===== config.mk =====
export PLATFORM = sky130hd
export DESIGN_NAME = used_ring_notifier
export DESIGN_NICKNAME = d
export VERILOG_FILES = /design/src/rtl/ur_pkg.sv /design/src/rtl/ur_ring_ptr.sv /design/src/rtl/ur_evt_cnt.sv /design/src/rtl/ur_isr.sv /design/src/rtl/ur_seq.sv /design/src/rtl/used_ring_notifier.sv
export SDC_FILE = /design/constraint.sdc
export NUM_CORES = 1
export LEC_CHECK = 0
export ABC_AREA = 0
export BUFFER_PORTS_ARGS = -buffer_cell sky130_fd_sc_hd__buf_2
export CELL_PAD_IN_SITES_DETAIL_PLACEMENT = 1
export CELL_PAD_IN_SITES_GLOBAL_PLACEMENT = 2
export CORE_MARGIN = 3
export CORE_UTILIZATION = 36
export DETAILED_ROUTE_END_ITERATION = 6
export PLACE_DENSITY_LB_ADDON = 0.15
export SLEW_MARGIN = 15
export SYNTH_ARGS = -nofsm -noshare
export SYNTH_HDL_FRONTEND = slang
export SYNTH_HIERARCHICAL = 1
export SYNTH_SLANG_ARGS = --single-unit

===== constraint.sdc =====
create_clock -name clk -period 5.2 [get_ports clk]
set_clock_uncertainty 0.2 [all_clocks]
set_input_delay 0.26 -clock clk [delete_from_list [all_inputs] [get_ports clk]]
set_output_delay 0.26 -clock clk [all_outputs]
set_load 0.01 [all_outputs]

===== src/rtl/ur_pkg.sv =====
package ur_pkg;
  typedef enum logic [1:0] {
    OP_DONE      = 2'd0,
    OP_SYNC      = 2'd1,
    OP_NOTIF_ON  = 2'd2,
    OP_NOTIF_OFF = 2'd3
  } ur_op_e;

  typedef enum logic [3:0] {
    S_IDLE, S_W_ID, S_W_LEN, S_W_UIDX, S_R_AFLG, S_WT_AFLG,
    S_R_AIDX, S_WT_AIDX, S_DECIDE, S_R_UFLG, S_WT_UFLG, S_W_UFLG
  } ur_state_e;

  // word offsets inside the rings
  localparam int UOFF_FLAGS = 0;
  localparam int UOFF_IDX   = 1;
  localparam int UOFF_ELEM  = 2;
  localparam int ELEM_WORDS = 2;
  localparam int AOFF_FLAGS = 0;
  localparam int AOFF_IDX   = 1;

  // bit positions
  localparam int CAUSE_QUEUE_BIT    = 0;
  localparam int AVAIL_NO_IRQ_BIT   = 0;
  localparam int USED_NO_NOTIFY_BIT = 0;
endpackage


===== src/rtl/ur_ring_ptr.sv =====
module ur_ring_ptr #(
  parameter int IDX_W     = 16,
  parameter int RING_SIZE = 8,
  parameter int SLOT_W    = (RING_SIZE > 1) ? $clog2(RING_SIZE) : 1
) (
  input  logic              clk,
  input  logic              rst_n,
  input  logic              adv,
  output logic [IDX_W-1:0]  next_used,
  output logic [SLOT_W-1:0] slot
);
  localparam logic [IDX_W-1:0] RING_LIM = IDX_W'(RING_SIZE);

  logic [IDX_W-1:0] nu_q;
  logic [IDX_W-1:0] nu_d;

  always_comb begin
    nu_d = nu_q;
    if (adv) nu_d = nu_q + 1'b1;
  end

  always_ff @(posedge clk or negedge rst_n) begin
    if (!rst_n)   nu_q <= '0;
    else if (adv) nu_q <= nu_d;
  end

  logic [IDX_W-1:0] slot_full;
  assign slot_full = nu_q % RING_LIM;
  assign slot      = slot_full[SLOT_W-1:0];
  assign next_used = nu_q;
endmodule


===== src/rtl/ur_evt_cnt.sv =====
module ur_evt_cnt #(
  parameter int W = 16
) (
  input  logic         clk,
  input  logic         rst_n,
  input  logic         en,
  output logic [W-1:0] cnt
);
  logic [W-1:0] cnt_q;
  logic [W-1:0] cnt_d;

  always_comb cnt_d = cnt_q + 1'b1;

  always_ff @(posedge clk or negedge rst_n) begin
    if (!rst_n)  cnt_q <= '0;
    else if (en) cnt_q <= cnt_d;
  end

  assign cnt = cnt_q;
endmodule


===== src/rtl/ur_isr.sv =====
module ur_isr
  import ur_pkg::*;
#(
  parameter int ISR_W = 8
) (
  input  logic             clk,
  input  logic             rst_n,
  input  logic             raise,
  input  logic             rd,
  output logic [ISR_W-1:0] isr,
  output logic             irq
);
  localparam logic [ISR_W-1:0] CAUSE_MASK = ISR_W'(1) << CAUSE_QUEUE_BIT;

  logic [ISR_W-1:0] isr_q, isr_d;
  logic             irq_q, irq_d;
  logic             upd;

  always_comb begin
    isr_d = isr_q;
    irq_d = irq_q;
    if (rd) begin
      isr_d = '0;
      irq_d = 1'b0;
    end
    if (raise) begin
      // a raise wins over a read in the same cycle
      isr_d = isr_d | CAUSE_MASK;
      irq_d = 1'b1;
    end
  end

  assign upd = raise | rd;

  always_ff @(posedge clk or negedge rst_n) begin
    if (!rst_n) begin
      isr_q <= '0;
      irq_q <= 1'b0;
    end else if (upd) begin
      isr_q <= isr_d;
      irq_q <= irq_d;
    end
  end

  assign isr = isr_q;
  assign irq = irq_q;
endmodule


===== src/rtl/ur_seq.sv =====
module ur_seq
  import ur_pkg::*;
#(
  parameter int AW     = 16,
  parameter int DW     = 32,
  parameter int IDX_W  = 16,
  parameter int SLOT_W = 3
) (
  input  logic              clk,
  input  logic              rst_n,
  input  logic [AW-1:0]     used_base,
  input  logic [AW-1:0]     avail_base,
  input  logic              feat_notify_empty,
  input  logic [IDX_W-1:0]  next_avail_idx,
  input  logic              cmd_valid,
  input  ur_op_e            cmd_op,
  input  logic [IDX_W-1:0]  cmd_id,
  input  logic [DW-1:0]     cmd_len,
  output logic              cmd_ready,
  input  logic [IDX_W-1:0]  next_used,
  input  logic [SLOT_W-1:0] slot,
  output logic              adv,
  output logic              mem_req,
  output logic              mem_we,
  output logic [AW-1:0]     mem_addr,
  output logic [DW-1:0]     mem_wdata,
  input  logic              mem_rvalid,
  input  logic [DW-1:0]     mem_rdata,
  output logic              raise,
  output logic              skip
);
  localparam logic [DW-1:0] NN_MASK  = DW'(1) << USED_NO_NOTIFY_BIT;
  localparam logic [AW-1:0] A_UFLG   = AW'(UOFF_FLAGS);
  localparam logic [AW-1:0] A_UIDX   = AW'(UOFF_IDX);
  localparam logic [AW-1:0] A_UELEM  = AW'(UOFF_ELEM);
  localparam logic [AW-1:0] A_EWORDS = AW'(ELEM_WORDS);
  localparam logic [AW-1:0] A_AFLG   = AW'(AOFF_FLAGS);
  localparam logic [AW-1:0] A_AIDX   = AW'(AOFF_IDX);

  ur_state_e        state_q, state_d;
  ur_op_e           op_q;
  logic [IDX_W-1:0] id_q;
  logic [DW-1:0]    len_q;
  logic [DW-1:0]    flg_q;
  logic [IDX_W-1:0] aidx_q;
  logic             load_cmd, cap_flg, cap_idx;

  // next-state logic
  always_comb begin
    state_d  = state_q;
    load_cmd = 1'b0;
    cap_flg  = 1'b0;
    cap_idx  = 1'b0;
    adv      = 1'b0;
    case (state_q)
      S_IDLE: begin
        if (cmd_valid) begin
          load_cmd = 1'b1;
          case (cmd_op)
            OP_DONE: state_d = S_W_ID;
            OP_SYNC: state_d = S_W_UIDX;
            default: state_d = S_R_UFLG;
          endcase
        end
      end
      S_W_ID:   state_d = S_W_LEN;
      S_W_LEN: begin
        adv     = 1'b1;
        state_d = S_IDLE;
      end
      S_W_UIDX: state_d = S_R_AFLG;
      S_R_AFLG: state_d = S_WT_AFLG;
      S_WT_AFLG: begin
        if (mem_rvalid) begin
          cap_flg = 1'b1;
          state_d = S_R_AIDX;
        end
      end
      S_R_AIDX: state_d = S_WT_AIDX;
      S_WT_AIDX: begin
        if (mem_rvalid) begin
          cap_idx = 1'b1;
          state_d = S_DECIDE;
        end
      end
      S_DECIDE: state_d = S_IDLE;
      S_R_UFLG: state_d = S_WT_UFLG;
      S_WT_UFLG: begin
        if (mem_rvalid) begin
          cap_flg = 1'b1;
          state_d = S_W_UFLG;
        end
      end
      S_W_UFLG: state_d = S_IDLE;
      default:  state_d = S_IDLE;
    endcase
  end

  // registers
  always_ff @(posedge clk or negedge rst_n) begin
    if (!rst_n) state_q <= S_IDLE;
    else        state_q <= state_d;
  end

  always_ff @(posedge clk or negedge rst_n) begin
    if (!rst_n) begin
      op_q  <= OP_DONE;
      id_q  <= '0;
      len_q <= '0;
    end else if (load_cmd) begin
      op_q  <= cmd_op;
      id_q  <= cmd_id;
      len_q <= cmd_len;
    end
  end

  always_ff @(posedge clk or negedge rst_n) begin
    if (!rst_n)       flg_q <= '0;
    else if (cap_flg) flg_q <= mem_rdata;
  end

  always_ff @(posedge clk or negedge rst_n) begin
    if (!rst_n)       aidx_q <= '0;
    else if (cap_idx) aidx_q <= mem_rdata[IDX_W-1:0];
  end

  // memory port
  logic [AW-1:0] elem_addr;
  assign elem_addr = used_base + A_UELEM + AW'(slot) * A_EWORDS;

  always_comb begin
    mem_req   = 1'b0;
    mem_we    = 1'b0;
    mem_addr  = '0;
    mem_wdata = '0;
    case (state_q)
      S_W_ID: begin
        mem_req   = 1'b1;
        mem_we    = 1'b1;
        mem_addr  = elem_addr;
        mem_wdata = DW'(id_q);
      end
      S_W_LEN: begin
        mem_req   = 1'b1;
        mem_we    = 1'b1;
        mem_addr  = elem_addr + 1'b1;
        mem_wdata = len_q;
      end
      S_W_UIDX: begin
        mem_req   = 1'b1;
        mem_we    = 1'b1;
        mem_addr  = used_base + A_UIDX;
        mem_wdata = DW'(next_used);
      end
      S_R_AFLG: begin
        mem_req  = 1'b1;
        mem_addr = avail_base + A_AFLG;
      end
      S_R_AIDX: begin
        mem_req  = 1'b1;
        mem_addr = avail_base + A_AIDX;
      end
      S_R_UFLG: begin
        mem_req  = 1'b1;
        mem_addr = used_base + A_UFLG;
      end
      S_W_UFLG: begin
        mem_req   = 1'b1;
        mem_we    = 1'b1;
        mem_addr  = used_base + A_UFLG;
        mem_wdata = (op_q == OP_NOTIF_OFF) ? (flg_q | NN_MASK) : (flg_q & ~NN_MASK);
      end
      default: ;
    endcase
  end

  // interrupt decision
  logic suppressed, q_empty, want;
  assign suppressed = flg_q[AVAIL_NO_IRQ_BIT];
  assign q_empty    = (aidx_q == next_avail_idx);
  assign want       = !suppressed || (feat_notify_empty && q_empty);
  assign raise      = (state_q == S_DECIDE) && want;
  assign skip       = (state_q == S_DECIDE) && !want;
  assign cmd_ready  = (state_q == S_IDLE);
endmodule


===== src/rtl/used_ring_notifier.sv =====
module used_ring_notifier
  import ur_pkg::*;
#(
  parameter int AW        = 16,
  parameter int DW        = 32,
  parameter int IDX_W     = 16,
  parameter int RING_SIZE = 8,
  parameter int CNT_W     = 16,
  parameter int ISR_W     = 8
) (
  input  logic             clk,
  input  logic             rst_n,
  input  logic [AW-1:0]    used_base,
  input  logic [AW-1:0]    avail_base,
  input  logic             feat_notify_empty,
  input  logic [IDX_W-1:0] next_avail_idx,
  input  logic             cmd_valid,
  input  logic [1:0]       cmd_op,
  input  logic [IDX_W-1:0] cmd_id,
  input  logic [DW-1:0]    cmd_len,
  output logic             cmd_ready,
  output logic             mem_req,
  output logic             mem_we,
  output logic [AW-1:0]    mem_addr,
  output logic [DW-1:0]    mem_wdata,
  input  logic             mem_rvalid,
  input  logic [DW-1:0]    mem_rdata,
  input  logic             isr_rd,
  output logic [ISR_W-1:0] isr_rdata,
  output logic             irq,
  output logic [CNT_W-1:0] raised_cnt,
  output logic [CNT_W-1:0] skipped_cnt
);
  localparam int SLOT_W = (RING_SIZE > 1) ? $clog2(RING_SIZE) : 1;
  localparam int N_EVT  = 2;

  ur_op_e            op_in;
  logic              adv;
  logic [IDX_W-1:0]  next_used;
  logic [SLOT_W-1:0] slot;
  logic              raise, skip;
  logic [N_EVT-1:0]  evt;
  logic [CNT_W-1:0]  evt_cnt [N_EVT];

  assign op_in = ur_op_e'(cmd_op);

  ur_ring_ptr #(.IDX_W(IDX_W), .RING_SIZE(RING_SIZE), .SLOT_W(SLOT_W)) u_ptr (
    .clk(clk), .rst_n(rst_n), .adv(adv), .next_used(next_used), .slot(slot)
  );

  ur_seq #(.AW(AW), .DW(DW), .IDX_W(IDX_W), .SLOT_W(SLOT_W)) u_seq (
    .clk(clk), .rst_n(rst_n),
    .used_base(used_base), .avail_base(avail_base),
    .feat_notify_empty(feat_notify_empty), .next_avail_idx(next_avail_idx),
    .cmd_valid(cmd_valid), .cmd_op(op_in), .cmd_id(cmd_id), .cmd_len(cmd_len),
    .cmd_ready(cmd_ready),
    .next_used(next_used), .slot(slot), .adv(adv),
    .mem_req(mem_req), .mem_we(mem_we), .mem_addr(mem_addr), .mem_wdata(mem_wdata),
    .mem_rvalid(mem_rvalid), .mem_rdata(mem_rdata),
    .raise(raise), .skip(skip)
  );

  ur_isr #(.ISR_W(ISR_W)) u_isr (
    .clk(clk), .rst_n(rst_n), .raise(raise), .rd(isr_rd),
    .isr(isr_rdata), .irq(irq)
  );

  // event 0: raised, event 1: skipped
  assign evt = {skip, raise};

  for (genvar g = 0; g < N_EVT; g++) begin : g_cnt
    ur_evt_cnt #(.W(CNT_W)) u_cnt (
      .clk(clk), .rst_n(rst_n), .en(evt[g]), .cnt(evt_cnt[g])
    );
  end

  assign raised_cnt  = evt_cnt[0];
  assign skipped_cnt = evt_cnt[1];
endmodule


# Yosys cells after proc, flatten, opt, wreduce, memory -nomap -nowiden
# Cells that the tools add are included.
[word_totals]
inputBits = 136
reg_bits = 159
output_inout_bits = 92
word_cells = 75
[op_classes]
bitwise = 1
reduce_logical = 15
n_mux = 21
add_sub_neg = 8
n_eq_ne = 18
[op_table]
columns = ["op", "count"]
rows = [
  ["$pmux W32 S4", 1],
  ["$add A16 B1 Y16 const B", 6],
  ["$pmux W16 S6", 1],
  ["$pmux W4 S9", 1],
  ["$add A16 B2 Y16 const B", 1],
  ["$add A16 B4 Y16", 1],
  ["$eq A16 B16 Y1", 1],
  ["$eq A4 B3 Y1 const B", 4],
  ["$eq A4 B4 Y1 const B", 4],
  ["$mux W4", 4],
  ["$mux W1", 12],
  ["$eq A4 B2 Y1 const B", 2],
  ["$mux W8", 1],
  ["$ne A2 B2 Y1 const B", 4],
  ["$pmux W4 S2", 1],
  ["$reduce_or A7 Y1", 1],
  ["$eq A4 B1 Y1 const B", 1],
  ["$logic_not A4 Y1", 1],
  ["$reduce_and A4 Y1", 1],
  ["$reduce_or A2 Y1", 2],
  ["$reduce_or A4 Y1", 1],
  ["$logic_and A1 B1 Y1", 3],
  ["$eq A2 B1 Y1 const B", 1],
  ["$eq A2 B2 Y1 const B", 1],
  ["6 further kinds", 7],
]

# Logic depth before layout (Yosys ltp)
# Gate-level depths: netlist of the first run.
[logic_depth]
ltp_word = 6
ltp_mapped = 16
ltp_nobuf = 15

# Cells and area by module
# Netlist of the first run, hierarchy kept.
[modules_own_cells]
columns = ["mod", "seq_area_each_um2", "area_each_um2", "n_inst", "cells_per_inst"]
rows = [
  ["ur_seq", 2552.4, 6363.6, 1, 611],
  ["ur_evt_cnt", 400.4, 695.7, 2, 56],
  ["ur_ring_ptr", 400.4, 718.2, 1, 59],
  ["ur_isr", 25.0, 100.1, 1, 12],
]

# Worst setup path after synthesis of the first run
# OpenSTA, ideal clock, no wires.
[synth_timing]
kind = "register -> output"
start = "reg u_ptr.nu_q[1], in the netlist u_ptr/next_used[1]"
end = "out mem_addr[15]"
path_stages_with_launch = 15
setup_slack_ps = 1618
arrival_time_ps = 3122
path_buffers = 1
required_time_ps = 4740
cell_sequence = "dfrtp_1 buf_4 ha_1 ha_1 inv_1 fa_1 nor2b_1 o21ai_1 nor3_1 a311oi_2 or3_4 nor3_4 nand4_1 xor2_1 o21ai_1"
[synth_via]
elab_chain_len = 3
[synth_lines]
columns = ["item", "line_no", "text"]
rows = [
  ["start: declaration", "ur_ring_ptr.sv:14", "logic [IDX_W-1:0] nu_q;"],
  ["start signal: assignment", "ur_ring_ptr.sv:24", "else if (adv) nu_q <= nu_d;"],
  ["$add A16 B4 Y16 *", "ur_seq.sv:129", "assign elem_addr = used_base + A_UELEM + AW'(slot) * A_EWORDS;"],
  ["$add A16 B1 Y16", "ur_seq.sv:146", "mem_addr = elem_addr + 1'b1;"],
  ["$pmux W16 S6 *", "ur_seq.sv:136", "case (state_q)"],
  ["end: declaration", "used_ring_notifier.sv:24", "output logic [AW-1:0] mem_addr,"],
]
# Every way passes the cells marked *; elsewhere a longest branch is shown, timed or not.

# Final worst setup path of the first run
[layout_timing]
start = "reg u_ptr.nu_q[0], in the netlist u_ptr/next_used[0]"
end = "out mem_addr[15]"
# The elaborated chain is that of the path after synthesis.

==> results of run 1 <==
layout by cell type (no fill, tap or decap), drive strengths merged, types with 26 or more instances in the layout:
cell type and instances:
mux2 100, nor2 36, a22o 35, dlygate4sd3 85
inv 26, nand2 56, xnor2 37, nor3 31
buf 232, dfrtp 151, nand3 27, xor2 40
a21oi 28, o21ai 34
routing by layer:
metal  global-route usage (%)  vias to the layer above  routed length (um)
met2                     38.0                      180               13900
li1                         -                     3490                   -
met3                     4.23                       21                1180
met4                     4.93                        0                 325
met5                        0                        -                   0
met1                     27.8                     3728               12500
power groups by stage:
stage	sequential, uW	clock (uW)	combinational (uW)
after floorplan	1830	0	1660
after global placement	1940	0	2250
after detailed placement	1960	0	2290
after CTS	1940	1340	2350
after global routing	2010	1390	2570
final	1950	1300	2340
kinds of logic after synthesis:
family,synth area share [%]
AND/OR/NAND/NOR,14.2
adder cells (fa/ha/maj),1.69
buffers and inverters,4.06
XOR/XNOR,7.87
multiplexers,13.3
other,0.0437
AO/OA/AOI/OAI,14.8
flip-flops,44.1
through the flow:
stage               power (uW)  worst slack, ns  hold slack, ns  util [%]
global route              5960            0.453           0.162      49.5
detailed placement        4250             1.24           0.249      43.1
finish                    5590            0.794           0.124      49.5
CTS                       5630            0.768           0.102      49.5
floorplan                 3480             1.62          -0.236         -
global placement          4190             1.34           0.247      43.1
sequential cells by signal, summed over array words and instances, names as in the netlist:
name and flops:
g_cnt.u_cnt/cnt 32, u_seq/flg_q 32, u_seq/len_q 32, u_ptr/next_used 16, u_seq/aidx_q 16, u_seq/id_q 16
u_seq/state_q 4, u_seq/op_q 2, u_isr/isr 1
worst reg2reg max path, stage by stage (launching register included):
cell and delay [ns]:
dfrtp_1 0.71, buf_4 0.37, nor4_1 0.64, nand2_2 0.65, buf_4 0.46, mux2_2 0.32
final cells by class:
cell class / instances / share of cell area, %
Inverter: 19 / 0.625
Timing Repair Buffer: 317 / 17.9
Sequential cell: 151 / 33.1
Antenna cell: 2 / 0.0439
Clock buffer: 17 / 3.73
Clock inverter: 15 / 1.72
Tap cell: 313 / 3.43
Multi-Input combinational cell: 576 / 39.4
final timing paths:
| check | slack, ns | to |
|---|---|---|
| max | 0.79 | mem_addr[15] |
| min | 0.12 | u_seq/state_q[0] |
| max reg2reg | 1.74 | u_seq/id_q[3] |
| min reg2reg | 0.28 | u_ptr/next_used[15] |
| max in group asynchronous | 3.18 | u_seq/len_q[24] |
| min in group asynchronous | 0.28 | u_seq/flg_q[19] |
==> summary.md, run 1 <==
| Metric | Value |
|---|---|
| CP Launch Type | `register` |
| Switching power | `between 2000 and 2500 uW` |
| Dpl cells | `between 1000 and 1500` |
| Setup Fix Bufs, Post-CTS | `0` |
| Chip width | `around 160 um` |
| CP required | `4.74 ns` |
| # DRC | `0` |
| Storage cell area | `3780 um2` |
| Worst setup path start | `u_ptr/next_used[0]` |
| Synth async-reset ratio | `100%` |
| Dpl hpwl | `~19 mm` |
| FF+latch count, synth | `151` |
| Setup TNS | `0 ns` |
| Nets | `1229` |
| Syn avg cell area | `between 10 and 15 um2` |
| H-tree levels | `4` |
| Pin count of the biggest net entering global routing | `about 100` |
| Vert. Die Dim | `approximately 160 um` |
| Ranking of synthesized cells by area | `dfrtp_1, mux2_2, xor2_1` |
| Post-synth top cells | `dfrtp_1, mux2_2, nand2_1` |
| Clock share of power | `23.2%` |
| TritonRoute pass-1 iters | `4` |
| Total die area | `roughly 26000 um2` |
| Clk_lat worst skew | `roughly 0.43 ns` |
| Resized Gates After CTS | `0` |
| GRT Total Usage | `a little over a fifth` |
| Core ar. | `between 20000 and 25000 um2` |
| Clock buffer depth | `2` |
| Sequential share of the synthesized area | `44.1%` |
| Crit path capture type | `output port` |
| Hold_sp | `cmd_valid` |
| Sequential share of power | `a little over a third` |
| Initial Util | `a little under two fifths` |
| Total Wirelength | `between 20 and 30 mm` |
| Worst Reg2Reg Path Length in Cells | `5` |
| Fin crit period | `4.41 ns` |
| Comb pwr share | `41.8%` |
| Crit path depth | `16` |
| ANT nets after route | `0` |
| CP dominant cell by count | `inv_1` |
| Yosys top cell area share | `between 40% and 50%` |
| Worst Max-Slew Pin Slew | `approximately 1.1 ns` |
| P per Cell Area | `490 nW/um2` |
| Final design area excluding fillers | `11400 um2` |
| Layout cell share with drive strength beyond 1 | `35.8%` |
| Hold-critical path depth | `4` |
| Peak supply drop | `between 0.0002 and 0.0003 V` |
| Cts hold-fix bufs | `85` |
| Global-route wire length before repair | `between 40 and 50 mm` |
| # rows | `55` |
| I/O Buffers | `220` |
| CP max FO | `7` |
| Via count | `around 7400` |
| DR WL/cell | `19.8 um` |
| Worst-path clk slew | `~0.07 ns` |
| Max-slew violations | `0` |
| Crit path buf inv count | `4` |
| Detailed Route Iter0 Violations | `between 200 and 300` |
| CTS root buffer | `clkbuf_16` |
| GP Congestion | `0.808` |
| CTS tree | `done` |
| Final setup fails | `0` |
| Top_reg_cell synth | `dfrtp_1` |
| WP data arrival | `3.95 ns` |
| Post-synth EDFFs | `0` |
| Initial antenna violation count | `2` |
| RSZ-0062 raised after global routing | `false` |
| Vias per cell | `roughly 5.3` |
| Max transition margin | `a little under a quarter` |
| Yosys warns | `6` |
| Synthesized instance count | `~790` |
| Final hold violations | `0` |
| Area occupied by multi-input gates | `4490 um2` |
| Fmax | `~0.23 GHz` |
| Cell Chain, Critical Path | `inv_1, ha_1, inv_1, ha_1, inv_1, fa_1, nor2b_1, o21ai_0, nor3_1, a221oi_4, nor3_1, and2_4, nand4_1, xor2_1, o21ai_1, buf_2` |
| Worst path slowest cell | `dfrtp_1` |
| Netlist cell types | `75` |
| Placed cell area | `approximately 10000 um2` |
| Status | `finished clean` |
| Max-cap violation count | `0` |
| Leakage power | `~0.0053 uW` |
| Post-synth top area cell | `dfrtp_1` |
| Int Power | `between 3000 and 4000 uW` |
| Final std cells w/o fill | `around 1400` |
| RR Startpoint | `u_seq/state_q[2]` |
| Inserted Clock Buffers | `17` |
| Synth Cell Area | `~8600 um2` |
| Clock sink count | `approximately 150` |
| Period utilization | `84.7%` |
| Hold Path Class | `in -> reg` |
| Most numerous cell in the Yosys netlist | `dfrtp_1` |
| Area growth from synthesis to final layout | `33.1%` |
| Number of global-route vias before repair | `8101` |
| Overflow after GRT | `0` |
| Setup CP Type | `reg -> out` |
| Fill cells | `~2600` |
| Ports | `around 230` |
| Sw frac | `roughly two fifths` |
| CP peak stage delay | `~0.48 ns` |
| CP top delay family | `simple AND/OR/NAND/NOR gates` |
Power figures use the tool's default switching activity.
==> run 2: changes to the inputs <==
Settings changed: CORE_UTILIZATION 36 to 30.
Clock period 5.2 ns to 4 ns, I/O delays scaled along.
==> summary.md, run 2 (synthesis results as in run 1) <==
| Metric | Value |
|---|---|
| RSZ-0062 raised after global routing | `true (was false)` |
| Chip width | `175 um (was 160 um)` |
| Initial antenna violation count | `0 (was 2)` |
| P per Cell Area | `638 nW/um2 (was 490 nW/um2)` |
| Fin crit period | `roughly 3.9 ns` |
| Vert. Die Dim | `175 um (was 160 um)` |
| Max transition margin | `42.8% (was 23.3%)` |
| RR Startpoint | `u_seq/aidx_q[5] (was u_seq/state_q[2])` |
| Vias per cell | `5.00 (was 5.26)` |
| Final WS setup | `0.103 ns (was 0.794 ns)` |
| Crit path capture type | `output port (unchanged)` |
| Detailed Route Iter0 Violations | `341 (was 288)` |
| Pre-CTS setup slack | `0.159 ns (was 1.24 ns)` |
| Number of global-route vias before repair | `8043 (was 8101)` |
| Global-route wire length before repair | `45.2 mm (was 44.9 mm)` |
| Worst Max-Slew Pin Slew | `0.858 ns (was 1.15 ns)` |
| Pin count of the biggest net entering global routing | `88 (was 103)` |
| Initial Util | `30.6% (was 37.2%)` |
| CP Launch Type | `register (unchanged)` |
| Clock buffer depth | `2 (unchanged)` |
| Layout cell share with drive strength beyond 1 | `38.6% (was 35.8%)` |
| TritonRoute pass-1 iters | `5 (was 4)` |
| # DRC | `0 (unchanged)` |
| Worst Reg2Reg Path Length in Cells | `9 (was 5)` |
| ANT nets after route | `0 (unchanged)` |
| Clock sink count | `151 (unchanged)` |
| Worst R2R Setup Slack | `0.78 ns (was 1.74 ns)` |
| Overflow after GRT | `0 (unchanged)` |
| GP Congestion | `0.798 (was 0.808)` |
| Most common library cell in the layout ignoring fill and taps | `buf_2 (unchanged)` |
| Worst-path clk slew | `0.07 ns (about the same)` |
| Setup CP Type | `reg -> out (unchanged)` |
| Final setup fails | `0 (unchanged)` |
| Dpl hpwl | `19.8 mm (was 19.1 mm)` |
| Final hold violations | `0 (unchanged)` |
| Nets | `1254 (was 1229)` |
| Max-cap violation count | `0 (unchanged)` |
| Period utilization | `~97%` |
| DR WL/cell | `19.2 um (was 19.8 um)` |
| Worst r2r dst | `g_cnt[0].u_cnt/cnt[12] (was u_seq/id_q[3])` |
| CP required | `3.60 ns (was 4.74 ns)` |
| Max-slew violations | `0 (unchanged)` |
| I/O Buffers | `220 (unchanged)` |
| Hold Path Class | `in -> reg (unchanged)` |
| Status | `finished clean (unchanged)` |
| Total die area | `30600 um2 (was 25700 um2)` |
| Clk_lat worst skew | `0.42 ns (was 0.43 ns)` |
| Dpl cells | `1371 (was 1291)` |
| Worst setup path start | `u_ptr/next_used[1] (was u_ptr/next_used[0])` |
| Peak supply drop | `0.000293 V (was 0.000281 V)` |
| CP max FO | `5 (was 7)` |
| WP data arrival | `3.50 ns (was 3.95 ns)` |
| Ports | `228 (unchanged)` |
| Core ar. | `28000 um2 (was 23100 um2)` |
| CTS root buffer | `clkbuf_16 (unchanged)` |
| GRT Total Usage | `18.5% (was 21.7%)` |
| Crit path to | `mem_addr[11] (was mem_addr[15])` |
| Via count | `7495 (was 7419)` |
| H-tree levels | `4 (unchanged)` |
| Min Hold Slack | `0.0696 ns (was 0.124 ns)` |
| CTS tree | `done (unchanged)` |
| Final std cells w/o fill | `1498 (was 1410)` |
| PnR Total Power | `7540 uW (was 5590 uW)` |
| Leakage power | `0.00550 uW (was 0.00534 uW)` |
| Inserted Diodes | `0 (was 2)` |
| Fmax | `0.257 GHz` |
| Total Wirelength | `28.7 mm (was 27.9 mm)` |
| Most frequent cells in the layout | `buf_2, dfrtp_1, mux2_2 (unchanged)` |
| Inserted Clock Buffers | `17 (unchanged)` |
| # rows | `61 (was 55)` |
| Area growth from synthesis to final layout | `37.8% (was 33.1%)` |
run 2: cell count changes in the layout (fill, tap and decap cells not counted), moves of 2 or more:
| cell | previous run | this run |
|---|---|---|
| nor3_1 | 20 | 17 |
| buf_4 | 12 | 35 |
| ha_1 | 10 | 7 |
| diode_2 | 2 | 0 |
| nor2b_1 | 6 | 4 |
| nor3_2 | 9 | 11 |
| clkinv_8 | 4 | 1 |
| inv_6 | 1 | 4 |
| ha_4 | 0 | 2 |
| buf_12 | 0 | 2 |
| inv_8 | 6 | 4 |
| bufinv_16 | 1 | 3 |
run 2: per-stage QoR:
| step | TNS [ns] | instance area, um2 | utilization (%) |
|---|---|---|---|
| final | 0 | 11800 | 42.2 |
| after CTS | -0.0209 | 11700 | 41.7 |
| after detailed placement | 0 | 10200 | 36.3 |
| after floorplan | 0 | 8600 | - |
| after global placement | 0 | 10200 | 36.3 |
| after global routing | -0.474 | 11800 | 42.2 |
run 2: report_power, final:
part | total, uW | internal [uW] | switching, uW
registers | 2440 | 2090 | 348
logic | 3340 | 1570 | 1770
clock network | 1760 | 1020 | 742
run 2: layout make-up:
cell class	count	area, um2
sequential	151	3780
tap	378	473
clock buffer	18	429
timing repair buffer	342	2260
clock inverter	14	204
fill	3148	16200
multi-input combinational	576	4590
inverter	19	71.3
run 2: how the worst min path moves through the flow:
stage               cells past startpoint                endpoint  slack (ns)  startpoint
floorplan                               0   g_cnt[0].u_cnt/cnt[0]       -0.30       rst_n
global placement                        1  g_cnt[1].u_cnt/cnt[14]        0.15       rst_n
detailed placement                      1  g_cnt[1].u_cnt/cnt[14]        0.15       rst_n
CTS                                     4        u_seq/state_q[0]        0.04   cmd_valid
global route                            4        u_seq/state_q[0]        0.09   cmd_valid
finish                                  4        u_seq/state_q[0]        0.07   cmd_valid
run 2: layer usage:
layer	global-route usage (%)	share of wire (%)	vias up
met5	0	0	-
met4	4.16	0.97	0
met3	3.93	4.2	23
met2	32.2	50	183
met1	23.7	45	3760
li1	-	-	3529
run 2: repair_timing:
| item | CTS | global route |
|---|---|---|
| endpoints found under the hold margin | 187 | 0 |
| setup endpoints to repair | 9 | 10 |
| hold buffers | 85 | 0 |
| gates cloned | 0 | 0 |
| setup buffers | 2 | 8 |
| pin swaps | 2 | 14 |
| gates resized for setup | 7 | 13 |
run 2: worst max-delay path, stage by stage (launching register included):
cell and delay, ns:
dfrtp_2 0.42, ha_4 0.27, ha_4 0.12, inv_2 0.04, fa_2 0.40, xnor2_2 0.17
inv_1 0.07, a222oi_1 0.39, nand3_1 0.21, nor3_2 0.22, and2_4 0.21, buf_4 0.12
nand2b_2 0.05, xnor2_1 0.12, o21ai_1 0.11, buf_2 0.14
